===== src/rtl/pulse_acc.sv =====
module pulse_acc (
  input  logic       clk,
  input  logic       rst_n,
  input  logic       pulse_in,
  input  logic       edge_fall,
  input  logic       wr_en,
  input  logic       rd_en,
  input  logic [1:0] addr,
  input  logic [7:0] wdata,
  output logic [7:0] rdata,
  output logic       irq
);
  localparam logic [1:0] A_CNT = 2'd0;
  localparam logic [1:0] A_MSK = 2'd1;
  localparam logic [1:0] A_FLG = 2'd2;
  localparam int         B_WRAP = 5;
  localparam int         B_EDGE = 4;
  localparam logic [7:0] MSK_KEEP = 8'hF3;

  logic [2:0] smp_q;
  logic [7:0] count_q;
  logic [7:0] mask_q;
  logic       wrap_q;
  logic       edge_q;

  logic hit, wr_cnt, wr_msk, wr_flg, step, wrap_set;

  assign hit    = edge_fall ? (~smp_q[1] & smp_q[2]) : (smp_q[1] & ~smp_q[2]);
  assign wr_cnt = wr_en && addr == A_CNT;
  assign wr_msk = wr_en && addr == A_MSK;
  assign wr_flg = wr_en && addr == A_FLG;
  assign step   = hit && !wr_cnt;
  assign wrap_set = step && count_q == 8'hFF;

  always_ff @(posedge clk) begin
    if (!rst_n) begin
      smp_q   <= '0;
      count_q <= '0;
      mask_q  <= '0;
      wrap_q  <= 1'b0;
      edge_q  <= 1'b0;
    end else begin
      smp_q <= {smp_q[1:0], pulse_in};
      if (wr_cnt)
        count_q <= wdata;
      else if (step)
        count_q <= count_q + 8'd1;
      if (wr_msk)
        mask_q <= wdata & MSK_KEEP;
      wrap_q <= wrap_set | (wrap_q & ~(wr_flg & wdata[B_WRAP]));
      edge_q <= hit      | (edge_q & ~(wr_flg & wdata[B_EDGE]));
    end
  end

  always_comb begin
    rdata = 8'h00;
    if (rd_en) begin
      unique case (addr)
        A_CNT:   rdata = count_q;
        A_MSK:   rdata = mask_q;
        A_FLG:   rdata = {2'b00, wrap_q, edge_q, 4'b0000};
        default: rdata = 8'h00;
      endcase
    end
  end

  assign irq = (wrap_q & mask_q[B_WRAP]) | (edge_q & mask_q[B_EDGE]);
endmodule


===== config.mk =====
export PLATFORM = sky130hd
export DESIGN_NAME = pulse_acc
export DESIGN_NICKNAME = d
export VERILOG_FILES = /design/src/rtl/pulse_acc.sv
export SDC_FILE = /design/constraint.sdc
export NUM_CORES = 1
export LEC_CHECK = 0
export BUFFER_PORTS_ARGS = -buffer_cell sky130_fd_sc_hd__buf_2
export CORE_MARGIN = 5
export CORE_UTILIZATION = 58
export CTS_BUF_LIST = sky130_fd_sc_hd__clkbuf_2 sky130_fd_sc_hd__clkbuf_4 sky130_fd_sc_hd__clkbuf_8
export CTS_CLUSTER_SIZE = 28
export DETAILED_ROUTE_END_ITERATION = 16
export PLACE_DENSITY = 0.83
export SYNTH_ARGS = -nofsm -noshare
export SYNTH_HDL_FRONTEND = slang
export SYNTH_SLANG_ARGS = --single-unit
export TNS_END_PERCENT = 30

===== constraint.sdc =====
create_clock -name clk -period 3.4 [get_ports clk]
set_input_delay 0.34 -clock clk [delete_from_list [all_inputs] [get_ports clk]]
set_output_delay 0.34 -clock clk [all_outputs]
set_load 0.01 [all_outputs]

==> results of run 1 <==
-- metrics by stage --
step,setup slack [ps],utilization
after global routing,1728,0.6828
after CTS,1847,0.6828
after floorplan,2060,-
final,1854,0.6828
after detailed placement,1771,0.6667
after global placement,1807,0.6667
-- synthesized netlist by cell type (2+ instances only) --
master and number:
a211oi_2 3, a21oi_1 10, and2_1 5, buf_2 2, clkbuf_1 3, dfxtp_1 19
mux2i_1 13, nand2_1 6, nand3_1 3, nand3b_1 3, nand4_1 2, nand4b_1 2
nor2_1 4, nor2b_1 8, nor3b_1 2, o21ai_0 8, or3b_1 2, xnor2_1 7
-- worst paths after layout --
| check | start | to | cells after the start |
|---|---|---|---|
| min reg2reg | smp_q[0] | smp_q[1] | 1 |
| max reg2reg | smp_q[2] | count_q[1] | 4 |
| max | count_q[4] | rdata[4] | 4 |
| min | pulse_in | smp_q[0] | 2 |
-- routing by layer --
metal  up-vias  wire (um)  track usage
li1        438          -            -
met1       386        977       0.2275
met2        20       1009       0.3054
met3         2         91      0.03438
met4         0         15      0.05240
met5         -          0            0
-- sequential cells by signal, indices dropped and copies added, names as in the netlist --
register and cells:
count_q 8, mask_q 6, wrap_q 1, smp_q 3, edge_q 1
-- where the power goes --
group | total [uW] | switching, uW | internal, uW
clock network | 113 | 69.5 | 43.7
registers | 242 | 9.72 | 232
logic | 52.8 | 26.8 | 26.0
-- logic make-up after synthesis --
kind of cell	after synthesis	share of synthesized area
AOI/OAI and AO/OA	26	0.1632
xor gates and xnor gates	7	0.06012
adders and majority gates	1	0.01227
buffers and inverters	6	0.03190
DFF	19	0.3730
muxes	13	0.1276
and+or+nand+nor	39	0.2319
-- worst register-to-register path, delay by kind of cell, from the launching register on --
kind,cells,cell delay [ps]
mux,1,240
flops,1,330
simple gates,2,720
compound gates,1,90
-- area by class of cell --
type | instances | area, um2
Clock inverter | 1 | 5.005
Sequential cell | 19 | 380.4
Timing Repair Buffer | 24 | 120.1
Tap cell | 25 | 31.28
Clock buffer | 3 | 22.52
Multi-Input combinational cell | 86 | 606.8
Fill cell | 151 | 541.8
==> impl_metrics.tcl, run 1 <==
set metrics [dict create \
    crit_path_end_kind "output port" \
    mostFrequentLayoutCells "24 x buf_2, 19 x dfxtp_1, 13 x mux2i_1" \
    wl_per_cell_um 13.25 \
    yosys_warnings 0 \
    clk_pin_slew_ps 110 \
    cap_violations 0 \
    slowest_stage "dfxtp_1" \
    layout.nets 151 \
    io_buffers 24 \
    gp_congestion 0.8290 \
    cts_buffers 3 \
    syn_nets 128 \
    cts_buffer_depth 2 \
    pwr_density_cell_nw_per_um2 349.9 \
    postLayoutCellArea_um2 1166 \
    irDropWorstVdd_v 0.0002363 \
    grt_usage 0.1796 \
    rsz0062_at_grt "false" \
    rows 15 \
    start_kind "register" \
    cp_max_fo 5 \
    r2r_slack_ps 1910 \
    n_antenna_cell 0 \
    finalSetupTns_ps 0 \
    dp_hpwl_um 1541 \
    drt_pass1_iterations 4 \
    fin_skew_ps 5.701 \
    htreeDepth 1 \
    post_cts_resized 0 \
    cts_sinks 19 \
    avgSynthCellArea_um2 9.187 \
    relSlewSlack 0.6766 \
    first_global_vias 888 \
    cts_tree "built" \
    synthTopCellsByArea "dfxtp_1 37%, mux2i_1 13%, xnor2_1 6.0%" \
    synth_cells 111 \
    drt_iter0_markers 16 \
    synth-async-reset-ratio 0 \
    post-route-period-util 0.4546 \
    status "finished clean" \
    yosysTopAreaCell "dfxtp_1" \
    io_pins 25 \
    synth_top_area_frac 0.3730 \
    cp_cell_sequence "mux2i_1 -> o21ai_0 -> and2_1 -> buf_2" \
    core_um2 1708 \
    finalPower_uw 408.0 \
    layout_commonest_cell "buf_2" \
    route.final.wire_length_um 2094 \
    worst_path_dominant_cell_family "flip-flops" \
    via_per_inst 5.354 \
    ys_types 27 \
    antenna_found_initial 0 \
    grt_pass1_wl_um 3732 \
    synth.ff_latch_count 19 \
    die_area_um2 2697 \
    drc 0 \
    clockRootBuffer "clkbuf_4" \
    maxSlewViolCount 0 \
    drive_above_1_share 0.2481 \
    synthesis.area_um2 1020 \
    clock_latency_ps 290 \
    antenna_left 0 \
    tightest_slew_ps 485.1 \
    max_clock_freq_mhz 646.9 \
    die_w_um 51.93 \
    cp_slowest_stage_delay_ps 440 \
    initial_core_util 0.5971 \
    ys_seq_area_frac 0.3730 \
    path_buf_inv 1 \
    cts_hold_buf 0 \
    dp_cells 154 \
    finalCriticalPeriod_ps 1546 \
    postCtsSetupBuffers 0 \
    area_delta_synth_final_pct 14.36 \
    setup_viol 0 \
    synth_top_flop_cell "dfxtp_1" \
    placed_area_um2 1139 \
    die_h_um 51.93 \
    vias 846 \
    finalHoldViolCount 0 \
    timing.hold.ws_ps 251.6 \
    p_leak_uw 0.0004785 \
    required_ps 3060 \
    instances_no_fill 158 \
    arrival_ps 1210 \
    synth_edf_count 0 \
    path_class "register to output port" \
    min_path_type "primary input to register" \
    grt.overflow.total 0 \
    grt_max_degree 21 \
]
Power figures use the tool's default switching activity.
==> run 2: changes to the inputs <==
--- a/config.mk
+++ b/config.mk
@@ -7,11 +7,11 @@
 export LEC_CHECK = 0
 export BUFFER_PORTS_ARGS = -buffer_cell sky130_fd_sc_hd__buf_2
 export CORE_MARGIN = 5
-export CORE_UTILIZATION = 58
+export CORE_UTILIZATION = 54
 export CTS_BUF_LIST = sky130_fd_sc_hd__clkbuf_2 sky130_fd_sc_hd__clkbuf_4 sky130_fd_sc_hd__clkbuf_8
 export CTS_CLUSTER_SIZE = 28
 export DETAILED_ROUTE_END_ITERATION = 16
-export PLACE_DENSITY = 0.83
+export PLACE_DENSITY = 0.78
 export SYNTH_ARGS = -nofsm -noshare
 export SYNTH_HDL_FRONTEND = slang
 export SYNTH_SLANG_ARGS = --single-unit
==> constraint.sdc (replaced) <==
create_clock -name clk -period 1.53 [get_ports clk]
set_input_delay 0.153 -clock clk [delete_from_list [all_inputs] [get_ports clk]]
set_output_delay 0.153 -clock clk [all_outputs]
set_load 0.01 [all_outputs]
==> run 2 against run 1 <==
Clock power rose by 150%. Via count grew 4.7%. Non-clock buffer count up 5. Combinational power is 140% higher. Largest power group unchanged.
==> impl_metrics.tcl, run 2 (synthesized netlist as in run 1, its figures left out) <==
set metrics [dict create \
    status "finished clean" \
    placed_area_um2 1176 \
    multiInputGateArea_um2 606.8 \
    p_leak_uw 0.0005018 \
    die_h_um 53.46 \
    cp_slowest_stage_delay_ps 510 \
    grt_usage 0.1792 \
    relSlewSlack 0.7154 \
    mostFrequentLayoutCells "24 x buf_2, 19 x dfxtp_1, 13 x mux2i_1" \
    fin_skew_ps 1.917 \
    fillCellCount 150 \
    drt_pass1_iterations 4 \
    largest-register "count_q" \
    max_clock_freq_mhz 704.5 \
    die_w_um 53.46 \
    grt.overflow.total 0 \
    largest_register_ff_count 8 \
    area_delta_synth_final_pct 18.28 \
    grt_max_degree 21 \
    largest_registers "count_q (8), mask_q (6), smp_q (3)" \
    crit_path_end_kind "register" \
    min_path_type "primary input to register" \
    irDropWorstVdd_v 0.0007287 \
    start_kind "register" \
    wl_per_cell_um 13.05 \
    arrival_ps 1620 \
    cts_sinks 19 \
    cts_buffer_depth 2 \
    gp_congestion 0.8056 \
    cts_tree "built" \
    clock_latency_ps 300 \
    via_per_inst 5.436 \
    finalSetupTns_ps 0 \
    drt_iter0_markers 3 \
    postLayoutCellArea_um2 1206 \
    route.final.wire_length_um 2127 \
    antenna_found_initial 0 \
    drive_above_1_share 0.2754 \
    cts_buffers 3 \
    layout_commonest_cell "buf_2" \
    rows 15 \
    io_buffers 24 \
    die_area_um2 2857 \
    rsz0062_at_grt "false" \
    n_antenna_cell 0 \
    drc 0 \
    fin_ws_ps 110.5 \
    cts_hold_buf 0 \
    layout.nets 156 \
    first_global_vias 876 \
    antenna_left 0 \
    pwr_density_cell_nw_per_um2 778.4 \
    htreeDepth 1 \
    cap_violations 0 \
    finalCriticalPeriod_ps 1419 \
    core_um2 1764 \
    setup_viol 0 \
    vias 886 \
    cp_max_fo 7 \
    dp_worst_setup_slack_ps 120.4 \
    maxSlewViolCount 0 \
    post-route-period-util 0.9278 \
    clockRootBuffer "clkbuf_4" \
    tightest_slew_ps 425.6 \
    post_cts_resized 0 \
    dp_hpwl_um 1647 \
    postCtsSetupBuffers 0 \
    finalHoldViolCount 0 \
    required_ps 1730 \
    io_pins 25 \
    cp_cell_sequence "or3b_1 -> nand2_1 -> mux2i_1 -> a21oi_1" \
    slowest_stage "or3b_1" \
    path_class "register to register" \
    initial_core_util 0.5780 \
    clk_pin_slew_ps 100 \
    grt_pass1_wl_um 3684 \
    seq_area_um2 380.4 \
]
[run 2: cell types whose count changed in the layout (fill, tap and decap cells not counted)]
| cell | previous run | this run |
|---|---|---|
| clkbuf_4 | 3 | 4 |
| buf_4 | 0 | 5 |
| clkinv_2 | 1 | 0 |
[run 2: worst max-delay path, delay by kind of cell, from the launching register on]
family	cells	cell delay (ps)
AOI/OAI and AO/OA	1	80
DFF	1	330
muxes	1	200
and+or+nand+nor	2	700
[run 2: report_power, final]
part / total, uW / internal, uW / switching (uW)
Clock: 277 / 120 / 157
Combinational: 126 / 64.6 / 60.9
Sequential: 536 / 516 / 20.1
[run 2: path summary, 6_finish.rpt]
check | start | to | slack, ps | depth (start not counted)
setup / recovery | smp_q[2] | count_q[1] | 110 | 4
hold / removal | pulse_in | smp_q[0] | 50 | 2
setup reg to reg | smp_q[2] | count_q[1] | 110 | 4
hold reg to reg | smp_q[0] | smp_q[1] | 450 | 1
[run 2: cell type report]
type	count	area share
multi-input combinational	86	0.5031
sequential	19	0.3154
timing repair buffer	29	0.1307
tap	25	0.02593
clock buffer	4	0.02490
[run 2: layer usage]
metal / wire length [um] / vias to the layer above / part of all wire / global-route usage
met5: 0 / - / 0 / 0
met4: 44 / 0 / 0.021 / 0.08936
met3: 129 / 5 / 0.061 / 0.03662
met2: 1034 / 25 / 0.49 / 0.3000
met1: 919 / 403 / 0.43 / 0.2132
li1: - / 453 / - / -
[run 2: metrics by stage]
stage	hold WS [ps]	power [uW]	instances	utilization
floorplan	280.3	621.8	111	-
detailed placement	363.3	673.6	159	0.6667
global route	67.02	990.2	163	0.6837
global placement	358.3	669.6	159	0.6667
finish	49.32	938.8	163	0.6837
CTS	45.22	946.2	163	0.6837
==> run 3: changes to the inputs <==
==> config.mk (replaced) <==
export PLATFORM = sky130hd
export DESIGN_NAME = pulse_acc
export DESIGN_NICKNAME = d
export VERILOG_FILES = /design/src/rtl/pulse_acc.sv
export SDC_FILE = /design/constraint.sdc
export NUM_CORES = 1
export LEC_CHECK = 0
export CORE_MARGIN = 5
export CORE_UTILIZATION = 64
export CTS_BUF_LIST = sky130_fd_sc_hd__clkbuf_2 sky130_fd_sc_hd__clkbuf_4 sky130_fd_sc_hd__clkbuf_8
export CTS_CLUSTER_SIZE = 28
export DETAILED_ROUTE_END_ITERATION = 16
export DONT_BUFFER_PORTS = 1
export GPL_ROUTABILITY_DRIVEN = 0
export PLACE_DENSITY = 0.77
export SYNTH_ARGS = -nofsm -noshare
export SYNTH_HDL_FRONTEND = slang
export SYNTH_SLANG_ARGS = --single-unit
export TNS_END_PERCENT = 30
==> constraint.sdc (replaced) <==
create_clock -name clk -period 1.53 [get_ports clk]
set_input_delay 0.2295 -clock clk [delete_from_list [all_inputs] [get_ports clk]]
set_output_delay 0.2295 -clock clk [all_outputs]
set_load 0.01 [all_outputs]
==> run 3 against run 2 <==
Non-clock buffer count shrank 27. First-iteration DRC count rose to 7.7 times the previous value. Critical path type is now register to output port. Setup slack improved by 11 ps. Via count shrank 8.9%. Maximum frequency grew 0.78%. Clock skew about the same. Final area decreased by 13%. Wire length is 1.8% lower. Hold slack lost 7.6 ps. Critical path depth decreased by 1.
==> impl_metrics.tcl, run 3 (synthesized netlist as in run 1, its figures left out) <==
set metrics [dict create \
    drive_above_1_share 0.1081 \
    drt_pass1_iterations 4 \
    finalSetupTns_ps 0 \
    cts_sinks 19 \
    path_class "register to output port" \
    area_delta_synth_final_pct 3.190 \
    finalPower_uw 877.9 \
    antenna_found_initial 0 \
    p_leak_uw 0.0003803 \
    holdPathStages 1 \
    post-route-period-util 0.9206 \
    cts_buffers 3 \
    rsz0062_at_grt "false" \
    core_um2 1506 \
    worst_path_dominant_cell_family "flip-flops" \
    power_switching_uw 218.4 \
    mostFrequentLayoutCells "19 x dfxtp_1, 13 x mux2i_1, 10 x a21oi_1" \
    path_buf_inv 0 \
    p_comb_frac 0.093 \
    die_h_um 49.92 \
    p_clk_frac 0.295 \
    postCtsSetupBuffers 0 \
    grt.overflow.total 0 \
    postLayoutCellArea_um2 1052 \
    cts_buffer_depth 2 \
    io_pins 25 \
    wl_per_cell_um 16.44 \
    drt_iter0_markers 23 \
    largest_register_ff_count 8 \
    maxSlewViolCount 0 \
    finalCriticalPeriod_ps 1408 \
    io_buffers 0 \
    setup_viol 0 \
    r2r-end "count_q[5]" \
    grt_pass1_wl_um 3657 \
    vias 807 \
    p_seq_frac 0.612 \
    cts_tree "built" \
    initial_core_util 0.6769 \
    largest_registers "count_q (8), mask_q (6), smp_q (3)" \
    clockRootBuffer "clkbuf_4" \
    ff2ff_path_depth 4 \
    die_area_um2 2492 \
    finalHoldViolCount 0 \
    rows 14 \
    max_clock_freq_mhz 710.0 \
    min_path_type "primary input to register" \
    crit_path_end_kind "output port" \
    arrival_ps 1180 \
    via_per_inst 6.354 \
    grt_usage 0.1863 \
    relSlewSlack 0.7116 \
    route.final.wire_length_um 2088 \
    timing.hold.ws_ps 41.72 \
    cap_violations 0 \
    r2r_slack_ps 190 \
    tightest_slew_ps 431.4 \
    fin_skew_ps 1.770 \
    start_kind "register" \
    first_global_vias 783 \
    layout.nets 129 \
    die_w_um 49.92 \
    status "finished clean" \
    pwr_density_cell_nw_per_um2 834.3 \
    largest-register "count_q" \
    critPathLaunch "count_q[4]" \
    p_sw_frac 0.2487 \
    cp_max_fo 5 \
    placed_area_um2 1022 \
    grt_max_degree 21 \
    clock_latency_ps 300 \
    r2r_start "smp_q[2]" \
    hp-start "rst_n" \
    slowest_stage "dfxtp_1" \
    htreeDepth 1 \
    hold_end "smp_q[0]" \
    irDropWorstVdd_v 0.0007357 \
    drc 0 \
    clk_pin_slew_ps 110 \
    intPower_uw 659.6 \
    required_ps 1300 \
    n_antenna_cell 0 \
    dp_hpwl_um 1536 \
    layout_commonest_cell "dfxtp_1" \
    cp_slowest_stage_delay_ps 450 \
    antenna_left 0 \
    cp_cell_sequence "mux2i_1 -> o21ai_0 -> and2_1" \
]
## run 3: changes by cell type in the layout (fill, tap and decap cells not counted)
| cell | before | now |
|---|---|---|
| buf_2 | 24 | 0 |
| buf_4 | 5 | 2 |
| clkbuf_4 | 4 | 3 |
| clkinv_2 | 0 | 1 |
| or3b_1 | 2 | 1 |
| or3b_4 | 0 | 1 |
## run 3: worst max path at each step
| stage | to | slack (ps) | cells after the start |
|---|---|---|---|
| 3_5_place_dp | count_q[5] | 110 | 4 |
| 6_report | rdata[4] | 120 | 3 |
| 2_1_floorplan | count_q[6] | 210 | 5 |
| 3_3_place_gp | count_q[7] | 120 | 4 |
| 5_1_grt | rdata[4] | 0.8 | 3 |
| 4_1_cts | count_q[5] | 90 | 4 |
## run 3: metrics by stage
stage	instances	worst slack [ps]	util
after global placement	123	121.4	0.6786
after floorplan	111	211.4	-
after global routing	127	0.8175	0.6985
final	127	121.5	0.6985
after detailed placement	123	111.6	0.6786
after CTS	127	90.09	0.6968
## run 3: what timing repair did
action | CTS | global route
endpoints found under the setup margin | 0 | 1
resized for setup | 0 | 1
hold buffers | 0 | 0
## run 3: metal layers
metal | vias to the layer above | wire length [um] | track usage
li1 | 394 | - | -
met3 | 2 | 173 | 0.07229
met2 | 30 | 958 | 0.2839
met5 | - | 0 | 0
met1 | 381 | 939 | 0.2473
met4 | 0 | 16 | 0.03930
## run 3: power by group through the flow
| stage | Combinational (uW) | Sequential, uW | Clock (uW) |
|---|---|---|---|
| final | 81.9 | 537 | 259 |
| after global routing | 91.9 | 541 | 289 |
| after CTS | 81.8 | 537 | 262 |
| after detailed placement | 81.3 | 548 | 0 |
| after global placement | 78.8 | 547 | 0 |
| after floorplan | 79.5 | 542 | 0 |
## run 3: final cells by class
class	instances	area [um2]
Clock buffer	3	22.52
Multi-Input combinational cell	86	609.3
Clock inverter	1	5.005
Sequential cell	19	380.4
Fill cell	134	454.2
Tap cell	16	20.02
Timing Repair Buffer	2	15.01
## run 3: worst register-to-register path: stages, from the launching register on
cell and delay (ps):
dfxtp_1 340, or3b_4 450, a211oi_2 220, xnor2_1 150, a21oi_1 80
